<file path="config.mk">
export PLATFORM = sky130hd
export DESIGN_NAME = lnk_irq_agg
export DESIGN_NICKNAME = d
export VERILOG_FILES = /design/src/rtl/lnk_irq_status.sv /design/src/rtl/lnk_irq_mask.sv /design/src/rtl/lnk_irq_merge.sv /design/src/rtl/lnk_irq_agg.sv
export SDC_FILE = /design/constraint.sdc
export NUM_CORES = 1
export LEC_CHECK = 0
export CAP_MARGIN = 20
export CORE_ASPECT_RATIO = 1.25
export CORE_MARGIN = 2
export CORE_UTILIZATION = 36
export DETAILED_ROUTE_END_ITERATION = 10
export GPL_TIMING_DRIVEN = 0
export PLACE_DENSITY = 0.83
export SLEW_MARGIN = 10
export SYNTH_ARGS = -nofsm -noshare
export SYNTH_HDL_FRONTEND = slang
export SYNTH_SLANG_ARGS = --single-unit
</file>
<file path="constraint.sdc">
create_clock -name clk -period 1.41 [get_ports clk]
set_clock_uncertainty 0.05 [all_clocks]
set_input_delay 0.282 -clock clk [delete_from_list [all_inputs] [get_ports clk]]
set_output_delay 0.282 -clock clk [all_outputs]
set_load 0.03 [all_outputs]
</file>
<file path="src/rtl/lnk_irq_status.sv">
module lnk_irq_status #(
    parameter int unsigned NUM_EVT = 12
) (
    input  logic               clk,
    input  logic               rst_n,
    input  logic [NUM_EVT-1:0] evt_pulse,
    input  logic               stat_we,
    input  logic [NUM_EVT-1:0] stat_wdata,
    output logic [NUM_EVT-1:0] stat_q
);
    typedef struct packed {
        logic [NUM_EVT-1:0] stat;
    } st_t;

    st_t st_d, st_q;

    always_comb begin
        logic [NUM_EVT-1:0] keep;
        st_d = st_q;
        keep = stat_we ? stat_wdata : {NUM_EVT{1'b1}};
        // A new event overrides a clearing write on the same bit.
        st_d.stat = (st_q.stat & keep) | evt_pulse;
    end

    always_ff @(posedge clk or negedge rst_n) begin
        if (!rst_n) begin
            st_q.stat <= '0;
        end else begin
            st_q <= st_d;
        end
    end

    assign stat_q = st_q.stat;
endmodule

</file>
<file path="src/rtl/lnk_irq_mask.sv">
module lnk_irq_mask #(
    parameter int unsigned NUM_EVT = 12
) (
    input  logic               clk,
    input  logic               rst_n,
    input  logic               mask_we,
    input  logic [NUM_EVT-1:0] mask_wdata,
    output logic [NUM_EVT-1:0] mask_q
);
    localparam logic [NUM_EVT-1:0] MASK_ALL = {NUM_EVT{1'b1}};

    typedef struct packed {
        logic [NUM_EVT-1:0] mask;
    } mk_t;

    mk_t mk_d, mk_q;

    always_comb begin
        mk_d = mk_q;
        if (mask_we) begin
            mk_d.mask = mask_wdata;
        end
    end

    always_ff @(posedge clk or negedge rst_n) begin
        if (!rst_n) begin
            mk_q.mask <= MASK_ALL;
        end else begin
            mk_q <= mk_d;
        end
    end

    assign mask_q = mk_q.mask;
endmodule

</file>
<file path="src/rtl/lnk_irq_merge.sv">
module lnk_irq_merge #(
    parameter int unsigned NUM_EVT = 12
) (
    input  logic               clk,
    input  logic               rst_n,
    input  logic [NUM_EVT-1:0] stat_q,
    input  logic [NUM_EVT-1:0] mask_q,
    output logic               link_irq
);
    typedef struct packed {
        logic irq;
    } mg_t;

    mg_t mg_d, mg_q;
    logic [NUM_EVT-1:0] live;

    for (genvar gi = 0; gi < NUM_EVT; gi++) begin : g_gate
        assign live[gi] = stat_q[gi] & ~mask_q[gi];
    end

    always_comb begin
        mg_d     = mg_q;
        mg_d.irq = |live;
    end

    always_ff @(posedge clk or negedge rst_n) begin
        if (!rst_n) begin
            mg_q.irq <= 1'b0;
        end else begin
            mg_q <= mg_d;
        end
    end

    assign link_irq = mg_q.irq;
endmodule

</file>
<file path="src/rtl/lnk_irq_agg.sv">
module lnk_irq_agg #(
    parameter int unsigned NUM_EVT = 12
) (
    input  logic               clk,
    input  logic               rst_n,
    input  logic [NUM_EVT-1:0] evt_pulse,
    input  logic               stat_we,
    input  logic [NUM_EVT-1:0] stat_wdata,
    input  logic               mask_we,
    input  logic [NUM_EVT-1:0] mask_wdata,
    input  logic               host_irq_en,
    output logic [NUM_EVT-1:0] stat_q,
    output logic [NUM_EVT-1:0] mask_q,
    output logic               link_irq,
    output logic               host_irq
);
    lnk_irq_status #(.NUM_EVT(NUM_EVT)) u_status (
        .clk        (clk),
        .rst_n      (rst_n),
        .evt_pulse  (evt_pulse),
        .stat_we    (stat_we),
        .stat_wdata (stat_wdata),
        .stat_q     (stat_q)
    );

    lnk_irq_mask #(.NUM_EVT(NUM_EVT)) u_mask (
        .clk        (clk),
        .rst_n      (rst_n),
        .mask_we    (mask_we),
        .mask_wdata (mask_wdata),
        .mask_q     (mask_q)
    );

    lnk_irq_merge #(.NUM_EVT(NUM_EVT)) u_merge (
        .clk      (clk),
        .rst_n    (rst_n),
        .stat_q   (stat_q),
        .mask_q   (mask_q),
        .link_irq (link_irq)
    );

    // The higher-level controller enable gates the combined line.
    assign host_irq = link_irq & host_irq_en;
endmodule

</file>
# Word level (Yosys, flattened, before mapping)
# Index checks and enable logic that the tools add are counted.
# word_totals
regBits	25
inputBits	41
out_inout_bits	26
word_cells	32
# op_classes
n_mux	1
n_bitwise	27
n_reduce_logical	1
# ops
op	count
$and A1 B1 Y1	13
$and A12 B12 Y12	1
$mux W12	1
$not A1 Y1	12
$or A12 B12 Y12	1
$reduce_or A12 Y1	1

# Depth between registers and ports, before layout
# Gate-level depths: netlist (run 1).
# depth
ltp_word	3
depth_mapped	4
mapped_depth_nobuf	3

# Cells and area by module
# Synthesis (run 1) repeated with hierarchy kept, for this count alone.
# hier_totals
hier_cells	80
area_unflattened_um2	1143.6
# by_module_without_submodules
module	n_inst	cells_each	area_each_um2	seq_area_each_um2
lnk_irq_mask	1	25	499.2	315.3
lnk_irq_status	1	37	473.0	300.3
lnk_irq_merge	1	17	165.2	25.0
lnk_irq_agg	1	1	6.3	0.0

# Worst setup path before layout (run 1)
# OpenSTA, ideal clock, no wires.
# synth_timing
path_type	flip-flop to flip-flop
from	reg u_mask.mk_q, in the netlist u_mask.mask_q[1]
to	reg u_merge.mg_q, in the netlist u_merge.link_irq
setup_ns	0.142
arrival_ns	1.134
required_time_ns	1.218
slack_ns	0.084
stages_incl_launch_ff	4
n_path_buf	0
period_less_slack_ns	1.326
path_cell_list	dfstp_2 inv_1 a2111oi_1 nand3_1
# synth_via
elab_chain_len	3
# synth_lines
element	line_no	rtl
start, declared	lnk_irq_mask.sv:16	mk_t mk_d, mk_q;
start signal, assigned	lnk_irq_mask.sv:29	mk_q <= mk_d;
$not A1 Y1	lnk_irq_merge.sv:18	assign live[gi] = stat_q[gi] & ~mask_q[gi];
$and A1 B1 Y1	lnk_irq_merge.sv:18	
$reduce_or A12 Y1	lnk_irq_merge.sv:23	mg_d.irq = |live;
net u_merge.mg_d	lnk_irq_merge.sv:14	mg_t mg_d, mg_q;
end signal, assigned	lnk_irq_merge.sv:30	mg_q <= mg_d;
end, declared	lnk_irq_merge.sv:14	
# The timed path passes the listed nets, and every way through them passes these cells.
# A chain may end at the register's enable or synchronous reset.

# Worst setup path after layout (run 1)
# layout_timing
from	reg u_mask.mk_q, in the netlist u_mask.mask_q[6]
to	out mask_q[6]
# layout_rtl
element	line_no	rtl
end, declared	lnk_irq_agg.sv:13	output logic [NUM_EVT-1:0] mask_q,
# No word-level cell between the ends.

==> results of run 1 <==
placed cells by master, fill, tap and decap left out, drive strengths merged:
| cell | instances |
|---|---|
| a21o | 12 |
| and2 | 1 |
| clkdlybuf4s15 | 6 |
| o21ai | 3 |
| clkbuf | 13 |
| inv | 3 |
| nand2b | 12 |
| buf | 18 |
| dfrtp | 13 |
| mux2 | 9 |
| nand3 | 1 |
| nand2 | 3 |
| clkdlybuf4s50 | 39 |
| dfstp | 12 |
| nor2b | 9 |
| a2111oi | 3 |
state kept, by name (all words and copies together) (netlist names):
| name | count |
|---|---|
| u_mask.mask_q | 12 |
| u_merge.link_irq | 1 |
| u_status.stat_q | 12 |
per-stage QoR:
| stage | area [µm²] | cells |
|---|---|---|
| global route | 1780 | 193 |
| floorplan | 1060 | 84 |
| CTS | 1740 | 189 |
| finish | 1780 | 193 |
| detailed placement | 1760 | 185 |
| global placement | 1760 | 185 |
timing repair:
action	in CTS	in global routing
endpoints found under the hold margin	0	0
setup buffers	0	3
setup endpoints to repair	26	20
hold buffers	0	0
resized for setup	100	29
per-layer routing:
metal	wire, µm	global-route usage	up-vias
met4	34	0.0833	0
met2	1520	0.328	31
met3	147	0.0184	2
met5	0	0	-
met1	1060	0.200	421
li1	-	-	427
report_power, final:
| part | internal, W | switching [W] |
|---|---|---|
| Clock | 0.000110 | 0.000200 |
| Sequential | 0.000799 | 0.0000422 |
| Combinational | 0.000250 | 0.000229 |
| Total | 0.00116 | 0.000471 |
path summary, 6_finish.rpt:
path / start / to / slack, ns / cells after the start
worst min-delay path: rst_n / u_status.stat_q[6] / 0.28 / 1
max in group asynchronous: rst_n / u_mask.mask_q[9] / 0.46 / 2
min in group clk: mask_we / u_mask.mask_q[4] / 0.31 / 2
worst min register to register: u_mask.mask_q[6] / u_mask.mask_q[6] / 0.46 / 2
worst max register to register: u_mask.mask_q[5] / u_merge.link_irq / 0.08 / 3
worst max-delay path: u_mask.mask_q[6] / mask_q[6] / 0.04 / 1
area by class of cell:
cell class                      instances  share of cell area
Sequential cell                        25               0.360
Timing Repair Buffer                   69               0.359
Multi-Input combinational cell         53               0.223
Tap cell                               36              0.0253
Clock buffer                            4              0.0148
Buffer                                  3              0.0119
Inverter                                3             0.00632
kinds of logic after synthesis:
| kind of cell | share of synthesized area |
|---|---|
| and+or+nand+nor | 0.145 |
| DFF | 0.602 |
| AOI/OAI and AO/OA | 0.128 |
| muxes | 0.0952 |
| buffers and inverters | 0.0306 |
==> qor.csv, run 1 <==
stage,metric,value,unit
cells_and_area,fillers,258,
critical_path,worstPathMaxFanout,2,
critical_path,critical_path_arrival,1.04,ns
cells_and_area,nets,199,
cells_and_area,finish.utilization,0.616,
critical_path,crit_required,1.08,ns
critical_path,crit_type,flop to output port,
synthesis,async_reset_ff_frac,1.00,
power_and_ir_drop,vdd_ir_drop_max,536,µV
floorplanning,num_io_pins,67,
sta,slew_viol_final,0,
flow_run,maxCapViolations,0,
floorplanning,die-area,3410,µm²
global_route,grt_pass1_vias,953,
global_route,grt_pass1_wl,4.43,mm
sta,rsz0062_at_grt,yes,
critical_path,end_kind,output port,
critical_path,crit_family,flip-flops,
floorplanning,dieHeight,64.8,µm
cts,htreeDepth,1,
detailed_routing,routed_wl,2.77,mm
sta,period_share,0.970,
cells_and_area,n_antenna_cell,0,
critical_path,max_stage_delay,0.55,ns
place,gp_congestion,0.794,
synthesis,synthesis.nets,125,
cells_and_area,multi_input_area,397,µm²
status,status,completed,
sta,fin_hold_ws,0.276,ns
synthesis,seq_area_frac_synth,0.602,
sta,fin_ws,0.0421,ns
cells_and_area,seqCellArea,641,µm²
sta,setup-violations-final,0,
synthesis,ys_ff_latch,25,
cts,cts_buffers,3,
sta,relSlewSlack,0.614,
sta,fin_tns_setup,0,ns
detailed_routing,vias_per_cell,4.56,
floorplanning,row_count,22,
synthesis,ys.flop_type,dfrtp_1,
global_route,grt_usage,0.179,
power_and_ir_drop,power_density,916,nW/µm²
cts,cts_root_buffer,clkbuf_4,
critical_path,crit_chain,clkbuf_4,
detailed_routing,ant_nets,0,
cts,clk_pin_slew,0.13,ns
power_and_ir_drop,leakagePower,0.742,nW
cts,cts.sinks,25,
cts,clockBufferDepth,2,
synthesis,synth_top_area_cell,dfrtp_1,
critical_path,cp-start-kind,flop,
detailed_routing,drc,0,
worst_hold_path,hp-class,input port to asynchronous set/reset pin,
synthesis,synthMostInstantiatedCell,dfrtp_1,
detailed_routing,routedWlPerCell,14.3,µm
critical_path,worst-path-buf-inv,1,
global_route,grt_max_degree,26,
cells_and_area,drive_gt1_frac,0.376,
floorplanning,coreArea,2890,µm²
sta,worstMarginPinSlew,0.577,ns
sta,hold_viol,0,
synthesis,yosys.area.top_type_share,0.306,
detailed_routing,detail_route.iter0.violations,8,
synthesis,syn-instance-count,84,
synthesis,synth_area,1060,µm²
floorplanning,start_util,0.368,
place,io_buffers,65,
critical_path,cp_slowest_cell,dfstp_2,
global_route,antenna_found_initial,0,
synthesis,syn_area_per_cell,12.7,µm²
place,pre_cts_ws,-0.413,ns
cells_and_area,areaGrowthSynthToFinish,67.2,%
synthesis,ys_top_cells_by_count,"dfrtp_1, dfstp_2, nand2b_1",
cts,clock_latency,0.30,ns
sta,fin_crit,1.37,ns
detailed_routing,first_pass_iters,4,
cts,cts_tree,done,
synthesis,yosys_warnings,0,
synthesis,synthTopCellsByArea,"dfrtp_1, dfstp_2, mux2_2",
floorplanning,die_w,52.6,µm
synthesis,synth_cell_types,15,
detailed_routing,vias,881,
global_route,overflow,0,
sta,fmaxAchievable,0.731,GHz
synthesis,synth_edf_count,0,
power_and_ir_drop,finalPower,0.00163,W
Note: power is estimated with default switching activity, not from simulation.
==> inputs of run 2 (changes only) <==
Settings changed: CORE_UTILIZATION 36 to 25, PLACE_DENSITY 0.83 to 0.62.
==> run 2 against run 1 <==
Against the previous run: global-route usage fell by 5.1 points; cell count rose by 8.8%; fmax barely moved; die area rose by 41%; sequential share of layout area rose by 0.28 points; register-to-register slack improved by 0.05 ns; via count rose by 2.4%; non-clock buffer count fell by 3; sequential cell count did not move; critical path depth did not move; wire length rose by 5.3%.
==> qor.csv, run 2 (same netlist as run 1, synthesis figures left out) <==
stage,metric,value,unit,change
status,status,completed,,unchanged
detailed_routing,routedWlPerCell,13.9,µm,was 14.3 µm
critical_path,crit_type,flop to output port,,unchanged
power_and_ir_drop,leakagePower,0.715,nW,was 0.742 nW
floorplanning,num_io_pins,67,,unchanged
floorplanning,die_w,62.4,µm,was 52.6 µm
floorplanning,start_util,0.260,,was 0.368
critical_path,max_stage_delay,0.39,ns,was 0.55 ns
sta,fin_crit,1.37,ns,about the same
sta,fin_hold_ws,0.346,ns,was 0.276 ns
place,dpl_cell_area,1790,µm²,was 1760 µm²
critical_path,regToRegSetupSlack,0.13,ns,was 0.08 ns
cts,cts_root_buffer,clkbuf_8,,was clkbuf_4
cells_and_area,final_cell_mix,"clkdlybuf4s50_1, buf_2, dfrtp_1",,"was clkdlybuf4s50_1, dfrtp_1, nand2b_1, dfstp_2"
critical_path,crit_required,1.08,ns,about the same
floorplanning,dieHeight,77.0,µm,was 64.8 µm
detailed_routing,first_pass_iters,3,,was 4
critical_path,cp_slowest_cell,clkdlybuf4s15_1,,was dfstp_2
detailed_routing,drc,0,,unchanged
detailed_routing,detail_route.iter0.violations,15,,was 8
global_route,antenna_found_initial,0,,unchanged
worst_hold_path,hp-class,input port to flop,,was input port to asynchronous set/reset pin
cts,clockBufferDepth,2,,unchanged
sta,hold_viol,0,,unchanged
detailed_routing,routed_wl,2.91,mm,was 2.77 mm
sta,relSlewSlack,0.617,,was 0.614
cells_and_area,final_area,1770,µm²,was 1780 µm²
critical_path,crit_family,buffers and inverters,,was flip-flops
cells_and_area,final_common_cell,clkdlybuf4s50_1,,unchanged
cts,clock_latency,0.26,ns,was 0.30 ns
place,dp_hpwl,2.31,mm,
global_route,grt_pass1_vias,956,,was 953
power_and_ir_drop,vdd_ir_drop_max,424,µV,was 536 µV
global_route,grt_usage,0.128,,was 0.179
flow_run,maxCapViolations,0,,unchanged
critical_path,critical_path_arrival,1.04,ns,about the same
sta,setup-violations-final,0,,unchanged
critical_path,worst-path-buf-inv,1,,unchanged
sta,slew_viol_final,0,,unchanged
sta,worstMarginPinSlew,0.575,ns,was 0.577 ns
critical_path,worstPathMaxFanout,3,,was 2
cts,cts_buffers,3,,unchanged
global_route,grt_pass1_wl,4.79,mm,was 4.43 mm
critical_path,end_kind,output port,,unchanged
cts,htreeDepth,1,,unchanged
detailed_routing,vias_per_cell,4.30,,was 4.56
power_and_ir_drop,finalPower,0.00169,W,was 0.00163 W
sta,rsz0062_at_grt,no,,was yes
cts,clk_pin_slew,0.09,ns,was 0.13 ns
detailed_routing,vias,902,,was 881
power_and_ir_drop,power_density,959,nW/µm²,was 916 nW/µm²
detailed_routing,ant_nets,0,,unchanged
floorplanning,row_count,26,,was 22
global_route,overflow,0,,unchanged
global_route,grt_max_degree,26,,unchanged
cells_and_area,areaGrowthSynthToFinish,65.9,%,was 67.2%
sta,period_share,0.970,,about the same
critical_path,crit_chain,clkdlybuf4s15_1,,was clkbuf_4
cells_and_area,finish.utilization,0.431,,was 0.616
cts,cts_tree,done,,unchanged
cts,cts.sinks,25,,unchanged
cts,post_cts_buffers,0,,unchanged
critical_path,cp-start-kind,flop,,unchanged
floorplanning,coreArea,4100,µm²,was 2890 µm²
cells_and_area,drive_gt1_frac,0.292,,was 0.376
sta,fmaxAchievable,0.731,GHz,about the same
place,gp_congestion,0.797,,was 0.794
cells_and_area,nets,196,,was 199
floorplanning,die-area,4800,µm²,was 3410 µm²
place,io_buffers,65,,unchanged
cells_and_area,n_antenna_cell,0,,unchanged
## run 2: changes by cell type in the layout (fill, tap and decap cells not counted)
cell / before / now
buf_2: 2 / 15
buf_4: 11 / 0
clkdlybuf4s15_1: 0 / 10
clkdlybuf4s15_2: 6 / 0
clkbuf_2: 7 / 2
clkbuf_4: 5 / 1
buf_6: 4 / 1
clkbuf_8: 0 / 3
buf_8: 1 / 0
clkdlybuf4s50_1: 39 / 38
dlygate4sd2_1: 0 / 1
dlygate4sd3_1: 0 / 1
## run 2: path summary, 6_finish.rpt
| kind | cells after the start | from | end |
|---|---|---|---|
| setup / recovery | 1 | u_status.stat_q[0] | stat_q[0] |
| hold / removal | 2 | mask_we | u_mask.mask_q[4] |
| setup reg to reg | 3 | u_mask.mask_q[3] | u_merge.link_irq |
| hold reg to reg | 1 | u_status.stat_q[11] | u_status.stat_q[11] |
| max in group asynchronous | 2 | rst_n | u_mask.mask_q[10] |
| min in group asynchronous | 2 | rst_n | u_status.stat_q[9] |
## run 2: area by class of cell
cell class | instances | area (µm²)
tap | 56 | 70.1
timing repair buffer | 66 | 582
multi-input combinational | 53 | 397
inverter | 3 | 11.3
buffer | 3 | 21.3
sequential | 25 | 641
clock buffer | 4 | 45.0
fill | 426 | 2330
## run 2: routing by layer
| layer | part of all wire | up-vias | wire [µm] | track usage |
|---|---|---|---|---|
| li1 | - | 425 | - | - |
| met1 | 0.38 | 442 | 1110 | 0.139 |
| met2 | 0.56 | 33 | 1640 | 0.245 |
| met3 | 0.049 | 2 | 143 | 0.0235 |
| met4 | 0.010 | 0 | 29 | 0.0467 |
| met5 | 0 | - | 0 | 0 |
## run 2: power by group
group	internal (W)	switching (W)	total [W]
Clock	0.000202	0.000215	0.000417
Combinational	0.000214	0.000226	0.000439
Sequential	0.000799	0.0000399	0.000839
Total	0.00121	0.000480	0.00169
## run 2: what timing repair did
| item | 4_1_cts | 5_1_grt |
|---|---|---|
| hold buffers | 0 | 1 |
| resized for setup | 79 | 16 |
| setup endpoints to repair | 39 | 14 |
| endpoints found under the hold margin | 0 | 13 |
## run 2: metrics by stage
stage | setup WS [ns] | TNS, ns | std cells
finish | 0.0422 | 0 | 210
global route | 0.00163 | 0 | 210
CTS | 0.00332 | 0 | 209
detailed placement | -0.436 | -8.13 | 205
global placement | -0.427 | -7.10 | 205
floorplan | 0.0837 | 0 | 84
